File: src/rtl/stbuf_pkg.sv
package stbuf_pkg;
  // Default geometry shared by the block and its bench
  localparam int SB_ADDR_W = 8;   // word address width
  localparam int SB_DATA_W = 32;  // word width, multiple of 8
  localparam int SB_DEPTH  = 4;   // entries, power of two, at least 2
endpackage

File: src/rtl/stbuf_fifo.sv
// Entry storage: circular queue with an in-place merge into the youngest slot,
// plus an age-ordered view (index 0 = oldest) for forwarding and draining.
module stbuf_fifo #(
  parameter int AW    = 8,
  parameter int DW    = 32,
  parameter int DEPTH = 4
) (
  input  logic                 clk,
  input  logic                 rst,
  input  logic                 push,
  input  logic                 merge,
  input  logic                 pop,
  input  logic [AW-1:0]        in_addr,
  input  logic [DW-1:0]        in_data,
  input  logic [DW/8-1:0]      in_be,
  output logic [$clog2(DEPTH):0] cnt,
  output logic [AW-1:0]        young_addr,
  output logic [AW-1:0]        ord_addr [DEPTH],
  output logic [DW-1:0]        ord_data [DEPTH],
  output logic [DW/8-1:0]      ord_be   [DEPTH]
);
  localparam int NB = DW / 8;
  localparam int PW = $clog2(DEPTH);
  localparam int CW = PW + 1;

  logic [AW-1:0] addr_q [DEPTH];
  logic [DW-1:0] data_q [DEPTH];
  logic [NB-1:0] be_q   [DEPTH];
  logic [PW-1:0] rd_ptr, wr_ptr, yg_ptr;

  assign yg_ptr     = wr_ptr - PW'(1);
  assign young_addr = addr_q[yg_ptr];

  always_ff @(posedge clk) begin
    if (rst) begin
      rd_ptr <= '0;
      wr_ptr <= '0;
      cnt    <= '0;
    end else begin
      if (pop)  rd_ptr <= rd_ptr + PW'(1);
      if (push) wr_ptr <= wr_ptr + PW'(1);
      case ({push, pop})
        2'b10:   cnt <= cnt + CW'(1);
        2'b01:   cnt <= cnt - CW'(1);
        default: cnt <= cnt;
      endcase
    end
  end

  // Storage without reset so it can map to distributed RAM
  always_ff @(posedge clk) begin
    if (push) begin
      addr_q[wr_ptr] <= in_addr;
      data_q[wr_ptr] <= in_data;
      be_q[wr_ptr]   <= in_be;
    end else if (merge) begin
      for (int b = 0; b < NB; b++)
        if (in_be[b]) data_q[yg_ptr][8*b +: 8] <= in_data[8*b +: 8];
      be_q[yg_ptr] <= be_q[yg_ptr] | in_be;
    end
  end

  for (genvar i = 0; i < DEPTH; i++) begin : g_ord
    assign ord_addr[i] = addr_q[rd_ptr + PW'(i)];
    assign ord_data[i] = data_q[rd_ptr + PW'(i)];
    assign ord_be[i]   = be_q[rd_ptr + PW'(i)];
  end
endmodule

File: src/rtl/stbuf_fwd.sv
// Per-byte forwarding: walk entries oldest to youngest so the youngest wins.
module stbuf_fwd #(
  parameter int AW    = 8,
  parameter int DW    = 32,
  parameter int DEPTH = 4
) (
  input  logic [AW-1:0]          ld_addr,
  input  logic [$clog2(DEPTH):0] cnt,
  input  logic [AW-1:0]          ord_addr [DEPTH],
  input  logic [DW-1:0]          ord_data [DEPTH],
  input  logic [DW/8-1:0]        ord_be   [DEPTH],
  output logic [DW-1:0]          fwd_data,
  output logic [DW/8-1:0]        fwd_be
);
  localparam int NB = DW / 8;
  localparam int CW = $clog2(DEPTH) + 1;

  always_comb begin
    fwd_data = '0;
    fwd_be   = '0;
    for (int i = 0; i < DEPTH; i++) begin
      if ((CW'(i) < cnt) && (ord_addr[i] == ld_addr)) begin
        for (int b = 0; b < NB; b++) begin
          if (ord_be[i][b]) begin
            fwd_data[8*b +: 8] = ord_data[i][8*b +: 8];
            fwd_be[b]          = 1'b1;
          end
        end
      end
    end
  end
endmodule

File: src/rtl/stbuf_ctrl.sv
// Accept/merge/drain decisions and the flush state.
module stbuf_ctrl #(
  parameter int AW    = 8,
  parameter int DEPTH = 4
) (
  input  logic                   clk,
  input  logic                   rst,
  input  logic                   st_valid,
  input  logic                   st_tag_hit,
  input  logic [AW-1:0]          st_addr,
  input  logic [AW-1:0]          young_addr,
  input  logic [$clog2(DEPTH):0] cnt,
  input  logic                   ld_valid,
  input  logic                   flush,
  output logic                   push,
  output logic                   merge,
  output logic                   pop,
  output logic                   stall,
  output logic                   flush_act
);
  localparam int CW = $clog2(DEPTH) + 1;
  localparam logic [CW-1:0] FULL_CNT = CW'(DEPTH);

  logic flush_q, hit, nonempty, full, single, drain_soft;
  logic [CW-1:0] cnt_after;

  always_comb begin
    hit        = st_valid & st_tag_hit;
    nonempty   = (cnt != '0);
    full       = (cnt == FULL_CNT);
    single     = (cnt == CW'(1));
    flush_act  = flush | flush_q;
    // loads own the array unless a flush is running
    drain_soft = nonempty & (~ld_valid | flush_act);
    merge      = hit & nonempty & (st_addr == young_addr) & ~(single & drain_soft);
    stall      = hit & full & ~merge;
    pop        = drain_soft | stall;
    push       = hit & ~merge & ~full;
    case ({push, pop})
      2'b10:   cnt_after = cnt + CW'(1);
      2'b01:   cnt_after = cnt - CW'(1);
      default: cnt_after = cnt;
    endcase
  end

  always_ff @(posedge clk) begin
    if (rst) flush_q <= 1'b0;
    else     flush_q <= flush_act & (cnt_after != '0);
  end
endmodule

File: src/rtl/stbuf_top.sv
module stbuf_top
  import stbuf_pkg::*;
#(
  parameter int ADDR_W = SB_ADDR_W,
  parameter int DATA_W = SB_DATA_W,
  parameter int DEPTH  = SB_DEPTH
) (
  input  logic                clk,
  input  logic                rst,
  input  logic                st_valid,
  input  logic [ADDR_W-1:0]   st_addr,
  input  logic [DATA_W-1:0]   st_data,
  input  logic [DATA_W/8-1:0] st_be,
  input  logic                st_tag_hit,
  output logic                st_stall,
  output logic                miss_valid,
  output logic [ADDR_W-1:0]   miss_addr,
  input  logic                ld_valid,
  input  logic [ADDR_W-1:0]   ld_addr,
  output logic                ld_rvalid,
  output logic [DATA_W-1:0]   ld_rdata,
  output logic                arr_rd_en,
  output logic [ADDR_W-1:0]   arr_rd_addr,
  input  logic [DATA_W-1:0]   arr_rdata,
  output logic                arr_wr_en,
  output logic [ADDR_W-1:0]   arr_wr_addr,
  output logic [DATA_W-1:0]   arr_wr_data,
  output logic [DATA_W/8-1:0] arr_wr_be,
  input  logic                flush,
  output logic                buf_empty
);
  localparam int NB = DATA_W / 8;
  localparam int CW = $clog2(DEPTH) + 1;

  logic              push, merge, pop, flush_act;
  logic [CW-1:0]     cnt;
  logic [ADDR_W-1:0] young_addr;
  logic [ADDR_W-1:0] ord_addr [DEPTH];
  logic [DATA_W-1:0] ord_data [DEPTH];
  logic [NB-1:0]     ord_be   [DEPTH];
  logic [DATA_W-1:0] fwd_data, fwd_data_q;
  logic [NB-1:0]     fwd_be, fwd_be_q;

  stbuf_ctrl #(.AW(ADDR_W), .DEPTH(DEPTH)) u_ctrl (
    .clk, .rst, .st_valid, .st_tag_hit, .st_addr,
    .young_addr, .cnt, .ld_valid, .flush,
    .push, .merge, .pop, .stall(st_stall), .flush_act
  );

  stbuf_fifo #(.AW(ADDR_W), .DW(DATA_W), .DEPTH(DEPTH)) u_fifo (
    .clk, .rst, .push, .merge, .pop,
    .in_addr(st_addr), .in_data(st_data), .in_be(st_be),
    .cnt, .young_addr, .ord_addr, .ord_data, .ord_be
  );

  stbuf_fwd #(.AW(ADDR_W), .DW(DATA_W), .DEPTH(DEPTH)) u_fwd (
    .ld_addr, .cnt, .ord_addr, .ord_data, .ord_be, .fwd_data, .fwd_be
  );

  // Array side: loads read directly, the head entry drains
  assign arr_rd_en   = ld_valid;
  assign arr_rd_addr = ld_addr;
  assign arr_wr_en   = pop;
  assign arr_wr_addr = ord_addr[0];
  assign arr_wr_data = ord_data[0];
  assign arr_wr_be   = ord_be[0];
  assign buf_empty   = (cnt == '0);

  always_ff @(posedge clk) begin
    if (rst) begin
      ld_rvalid  <= 1'b0;
      miss_valid <= 1'b0;
    end else begin
      ld_rvalid  <= ld_valid;
      miss_valid <= st_valid & ~st_tag_hit;
    end
  end

  always_ff @(posedge clk) begin
    if (ld_valid) begin
      fwd_data_q <= fwd_data;
      fwd_be_q   <= fwd_be;
    end
    if (st_valid & ~st_tag_hit) miss_addr <= st_addr;
  end

  always_comb begin
    for (int b = 0; b < NB; b++)
      ld_rdata[8*b +: 8] = fwd_be_q[b] ? fwd_data_q[8*b +: 8] : arr_rdata[8*b +: 8];
  end
endmodule

File: config.mk
export PLATFORM = sky130hd
export DESIGN_NAME = stbuf_top
export DESIGN_NICKNAME = d
export VERILOG_FILES = /design/src/rtl/stbuf_pkg.sv /design/src/rtl/stbuf_fifo.sv /design/src/rtl/stbuf_fwd.sv /design/src/rtl/stbuf_ctrl.sv /design/src/rtl/stbuf_top.sv
export SDC_FILE = /design/constraint.sdc
export NUM_CORES = 1
export LEC_CHECK = 0
export BUFFER_PORTS_ARGS = -buffer_cell sky130_fd_sc_hd__buf_2
export CAP_MARGIN = 20
export CORE_AREA = 2 2 194 196
export CTS_CLUSTER_DIAMETER = 60
export CTS_CLUSTER_SIZE = 16
export DETAILED_ROUTE_END_ITERATION = 8
export DIE_AREA = 0 0 196 198
export HOLD_SLACK_MARGIN = 0.06
export RECOVER_POWER = 100
export SLEW_MARGIN = 20
export SYNTH_ARGS = -nofsm -noshare
export SYNTH_HDL_FRONTEND = slang
export SYNTH_HIERARCHICAL = 1
export SYNTH_SLANG_ARGS = --single-unit
export TNS_END_PERCENT = 20
File: constraint.sdc
create_clock -name clk -period 5.3 [get_ports clk]
set_input_delay 0.265 -clock clk [delete_from_list [all_inputs] [get_ports clk]]
set_output_delay 0.265 -clock clk [all_outputs]
set_load 0.03 [all_outputs]
## Word level (Yosys, flattened, before mapping)

Memories as Yosys holds them, arrays and structs flattened. A register that Yosys moved wholly into a read port is not among the register bits.
Index checks and enable logic that the tools add are counted.

| word-level totals | value |
|---|---|
| RAM bits | 176 |
| register bits | 54 |
| input port bits | 90 |
| logic and storage cells | 140 |
| bits in read-only memories | 0 |
| memories | 3 |
| latch bits | 0 |

| cells by class | value |
|---|---|
| divide/modulo/power cells | 0 |
| equal/unequal tests | 9 |
| bitwise operators | 21 |
| shift operators | 0 |
| mux-type cells | 78 |
| $lt $le $gt $ge | 4 |
| reduce and logical (&&, ||, !) cells | 9 |
| add/sub/neg operators | 7 |
| $mul | 0 |

Memories:

| memory | depth | bits a word | rd ports | clocked after memory_dff | wr ports | RTL line | RTL |
|---|---|---|---|---|---|---|---|
| u_fifo.data_q | 4 | 32 | 4 | 1 | 1 | stbuf_fifo.sv:27 | `logic [DW-1:0] data_q [DEPTH];` |
| u_fifo.addr_q | 4 | 8 | 5 | 1 | 1 | stbuf_fifo.sv:26 | `logic [AW-1:0] addr_q [DEPTH];` |
| u_fifo.be_q | 4 | 4 | 5 | 1 | 1 | stbuf_fifo.sv:28 | `logic [NB-1:0] be_q [DEPTH];` |

Operator list:

| operator | count |
|---|---|
| $mux W32 | 5 |
| $mux W8 | 20 |
| $eq A8 B8 Y1 | 5 |
| $mux W1 | 38 |
| $reduce_or A32 Y1 | 1 |
| $mux W4 | 6 |
| $mux W2 | 8 |
| $and A1 B1 Y1 | 12 |
| $lt A1 B3 Y1 const A | 2 |
| $lt A2 B3 Y1 const A | 2 |
| $pmux W3 S2 | 1 |
| $reduce_bool A3 Y1 | 2 |
| $not A1 Y1 | 5 |
| $add A2 B1 Y2 const B | 2 |
| $add A2 B2 Y2 const B | 2 |
| $logic_and A1 B1 Y1 | 4 |
| $or A4 B4 Y4 | 1 |
| $reduce_or A4 Y1 | 1 |
| $add A3 B1 Y3 const B | 1 |
| $eq A3 B1 Y1 const B | 1 |
| $eq A3 B3 Y1 const B | 1 |
| $logic_not A3 Y1 | 1 |
| $or A1 B1 Y1 | 3 |
| $sub A3 B1 Y3 const B | 1 |
| other kinds (3) | 3 |

## Longest topological paths before layout

| logic depth | value |
|---|---|
| word-level depth | 13 |
| mapped depth | 18 |
| gate-level depth less buffers | 13 |

## Hierarchy

Netlist, hierarchy kept.

By module, submodules not included:

| module | times used | seq. area each (µm²) | cells an instance | area each (µm²) |
|---|---|---|---|---|
| stbuf_fifo | 1 | 5465.2 | 509 | 10580.1 |
| stbuf_top | 1 | 1361.3 | 95 | 1979.4 |
| stbuf_fwd | 1 | 0.0 | 215 | 1488.9 |
| stbuf_ctrl | 1 | 20.0 | 56 | 400.4 |

## Worst setup path after synthesis

OpenSTA, ideal clock, no wires.

| timing | value |
|---|---|
| path kind | register -> register |
| start | register u_fifo.wr_ptr[0] |
| end | register u_fifo.cnt[2] |
| stages on the path, launching flop included | 19 |
| path slack | 1258 ps |
| arrival | 3971 ps |
| data required time | 5230 ps |
| period minus slack after synthesis | 4042 ps |
| cells stage by stage | dfxtp_1 buf_4 inv_1 ha_1 buf_2 mux4_2 xnor2_1 nor4bb_2 and4_4 nor3b_1 buf_2 inv_1 buf_2 buf_2 ha_1 fa_1 xnor2_1 or3_1 a21oi_1 |

| between the ends | value |
|---|---|
| word-level cells in the longest chain between the ends | 10 |
| elaborated cells between the ends (all ways) | 13 |

Ends and longest elaborated chain:

| element | RTL line | RTL |
|---|---|---|
| from (decl) | stbuf_fifo.sv:29 | `logic [PW-1:0] rd_ptr, wr_ptr, yg_ptr;` |
| from (signal assigned) | stbuf_fifo.sv:41 | `if (push) wr_ptr <= wr_ptr + PW'(1);` |
| $sub A2 B1 Y2 * | stbuf_fifo.sv:31 | `assign yg_ptr = wr_ptr - PW'(1);` |
| net u_fifo.yg_ptr[0] | stbuf_fifo.sv:29 |  |
| $mem_v2 Z4 W8 * | - |  |
| net young_addr[1] | stbuf_top.sv:37 | `logic [ADDR_W-1:0] young_addr;` |
| $eq A8 B8 Y1 * | stbuf_ctrl.sv:35 | `merge = hit & nonempty & (st_addr == young_addr) & ~(single & drain_soft);` |
| $and A1 B1 Y1 * (2 in series) | stbuf_ctrl.sv:35 |  |
| $not A1 Y1 * | stbuf_ctrl.sv:38 | `push = hit & ~merge & ~full;` |
| $and A1 B1 Y1 * (2 in series) | stbuf_ctrl.sv:38 |  |
| net push | stbuf_top.sv:35 | `logic push, merge, pop, flush_act;` |
| $eq A2 B1 Y1 or $eq A2 B2 Y1 (tied branches) | stbuf_fifo.sv:42 | `case ({push, pop})` |
| $pmux W3 S2 * | stbuf_fifo.sv:42 |  |
| to (signal assigned) | stbuf_fifo.sv:43 | `2'b10: cnt <= cnt + CW'(1);` |
| to (signal assigned) | stbuf_fifo.sv:44 | `2'b01: cnt <= cnt - CW'(1);` |
| to (signal assigned) | stbuf_fifo.sv:45 | `default: cnt <= cnt;` |
| to (decl) | stbuf_fifo.sv:16 | `output logic [$clog2(DEPTH):0] cnt,` |

Mark *: on every way through the listed nets, which the timed path passes. The rest lies on a longest branch.
A chain may end at the register's enable or synchronous reset.

## Worst setup path after layout

| timing | value |
|---|---|
| start | register u_fifo.wr_ptr[1] |
| end | memory u_fifo/be_q[2][1] in the netlist's numbering (enable) |

| between the ends | value |
|---|---|
| word-level cells in the longest chain between the ends | 12 |
| elaborated cells between the ends (all ways) | 16 |

Ends and longest elaborated chain:

| element | RTL line | RTL |
|---|---|---|
| $sub A2 B1 Y2 * | stbuf_fifo.sv:31 |  |
| $mem_v2 Z4 W8 * | - |  |
| net young_addr[1] | stbuf_top.sv:37 |  |
| $eq A8 B8 Y1 * | stbuf_ctrl.sv:35 |  |
| $and A1 B1 Y1 * (2 in series) | stbuf_ctrl.sv:35 |  |
| $not A1 Y1 * | stbuf_ctrl.sv:38 |  |
| $and A1 B1 Y1 * (2 in series) | stbuf_ctrl.sv:38 |  |
| net push | stbuf_top.sv:35 |  |
| $mux W1 | stbuf_fifo.sv:52 | `if (push) begin` |
| $mux W1 (not written as such) | stbuf_fifo.sv:59 | `be_q[yg_ptr] <= be_q[yg_ptr] \| in_be;` |
| $reduce_or A4 Y1 (no line) | - |  |
| $mux W2 (no line) or $mux W1 (tied branches) | - |  |
| to (decl) | stbuf_fifo.sv:28 |  |

Marks and branches as above.

==> out/qor.yml <==
global_routing:
  grt_pass1_vias: 9265
  gr-total-overflow: 0
  grt_pass1_wl_um: 56790
  grt_usage_pct: 19.39
  grt_max_degree: 58
  antenna_found_initial: 1
place:
  globalplace.congestion: 0.9540
  io_buffers: 187
  preCtsSetupSlack_ns: 0.7829
  place_inst: 1480
  dp_hpwl_um: 26700
timing:
  fin_ws_ns: 0.6382
  hold_viol: 0
  setup_viol: 0
  fmax_mhz: 214.5
  rsz0062_at_grt: "no"
  whs_ns: 0.08524
  fin_tns_setup_ns: 0
  layout_worst_path_cycle_share_pct: 87.96
  slew_headroom_pct: -71.97
  clock_skew_ns: 0.01679
  worstMarginPinSlew_ns: 2.580
  post-route-min-period_ns: 4.662
  slew_violations: 67
pwr:
  leakage_nw: 5.484
  power_density_nw_per_um2: 433.3
  total_power_w: 0.007289
  ir_drop_mv: 0.3539
finish:
  syn2layout_area_growth_pct: 16.46
  finalNonFillerCells: 1576
  fin_nets: 1181
  num-fill-cells: 3306
  drive_above_1_share_pct: 32.06
route:
  via_per_inst: 6.042
  drt_iter0_drc: 761
  ant_nets: 0
  vias: 9522
  wirelength_um: 37960
  remaining_drc_errors: 0
  wl_per_cell_um: 24.09
  firstDrtPassIters: 5
die:
  dieHeight_um: 198
  die_area_um2: 38810
  io_pins: 188
  die_w_um: 196
  core_area_um2: 36960
  row_count: 71
  start_util_pct: 39.09
run_status:
  violations: "max-capacitance violations, max-slew violations"
  run_status: "complete, but fails checks"
critical_path:
  critPathRequiredTime_ns: 5.47
  crit_fanout: 20
  cp-start-kind: "flip-flop"
  cp-end-kind: "flip-flop"
  crit_type: "flip-flop to flip-flop"
  crit_arrival_ns: 4.84
cts:
  htree_levels: 1
  root_buffer: "clkbuf_16"
  clock_sinks: 232
  clockBufferDepth: 3
  insertion_delay_ns: 0.55
  path_clk_slew_ns: 0.06
  cts_tree: "built"
  numCtsBuffers: 28
  cts_resized: 0
synth:
  yosysWarnings: 6
  netlist_area_um2: 14450
  synth_nets: 976
  syn_avg_cell_area_um2: 16.53
  synthCells: 874
job:
  cap_violations: 2
hold_path:
  holdCritPathClass: "input port to flip-flop"
flip-flops by register name (all words and copies together) (netlist names), named ones only:
register / count
u_fifo/data_q: 128
fwd_data_q: 32
u_fifo/addr_q: 32
u_fifo/be_q: 16
miss_addr: 8
fwd_be_q: 4
u_fifo/cnt: 3
u_fifo/rd_ptr: 2
u_fifo/wr_ptr: 2
ld_rvalid: 1
miss_valid: 1
u_ctrl/flush_q: 1
where the power goes:
group | internal, W | switching (W) | leakage (nW)
clock | 0.00119 | 0.000856 | 0.480
sequential | 0.00212 | 0.000287 | 2.14
combinational | 0.00132 | 0.00152 | 2.86
repair_timing:
action | CTS | global route
buffers inserted | 0 | 0
endpoints found under the hold margin | 176 | 0
hold buffers | 43 | 0
critical path, stage by stage, from the launching register on:
cell and delay (ns):
dfxtp_1 0.44, inv_1 0.11, ha_1 0.65, mux4_2 0.40
xnor2_1 0.21, nor4bb_1 0.39, and4_4 0.28, nor3b_1 0.05
buf_4 0.17, inv_1 0.49, nand3_1 0.38, o21ai_0 0.71
metal layers:
layer | vias to the layer above | global-route usage [%] | share of wire (%) | routed length [um]
met1 | 4910 | 25.76 | 41 | 15450
met3 | 52 | 3.202 | 6.7 | 2553
met5 | - | 0 | 0 | 0
li1 | 4148 | - | - | -
met4 | 0 | 5.387 | 2.4 | 910
met2 | 412 | 33.11 | 50 | 19040
layout by cell type (no fill, tap or decap), drive strengths merged, types with 8 or more instances in the layout:
master	n
nor3	14
nor2	22
buf	64
clkbuf	169
mux4	184
mux2	32
mux2i	10
dlygate4sd3	43
ha	11
a21oi	30
a221oi	8
o221a	14
and3	13
nand4	22
inv	21
o21ai	20
and2	10
nand3	11
edfxtp	220
a221o	14
dfxtp	12
xor2	38
nand2	43
through the flow:
stage               util, %  cell area [um^2]
global placement      42.14             15570
detailed placement    42.14             15570
floorplan                 -             14450
global route          45.52             16820
CTS                   46.04             17010
finish                45.52             16820
final timing paths:
path                                        from                 to  slack, ns  cells past startpoint
worst max-delay path            u_fifo/wr_ptr[1]  u_fifo/be_q[2][1]       0.64                     11
worst min-delay path                       flush     u_ctrl/flush_q       0.09                      4
worst max register to register  u_fifo/wr_ptr[1]  u_fifo/be_q[2][1]       0.64                     11
worst min register to register    u_ctrl/flush_q     u_ctrl/flush_q       0.58                      3
area by class of cell:
class	instances	area [um^2]	share of cell area, %
Clock inverter	22	280.3	1.666
Timing Repair Buffer	246	1308	7.772
Tap cell	474	593.1	3.525
Antenna cell	1	2.502	0.01488
Multi-Input combinational cell	558	7005	41.64
Clock buffer	30	729.5	4.336
Sequential cell	232	6855	40.75
Inverter	13	48.80	0.2901
No activity file was read; power rests on OpenSTA's default activity.
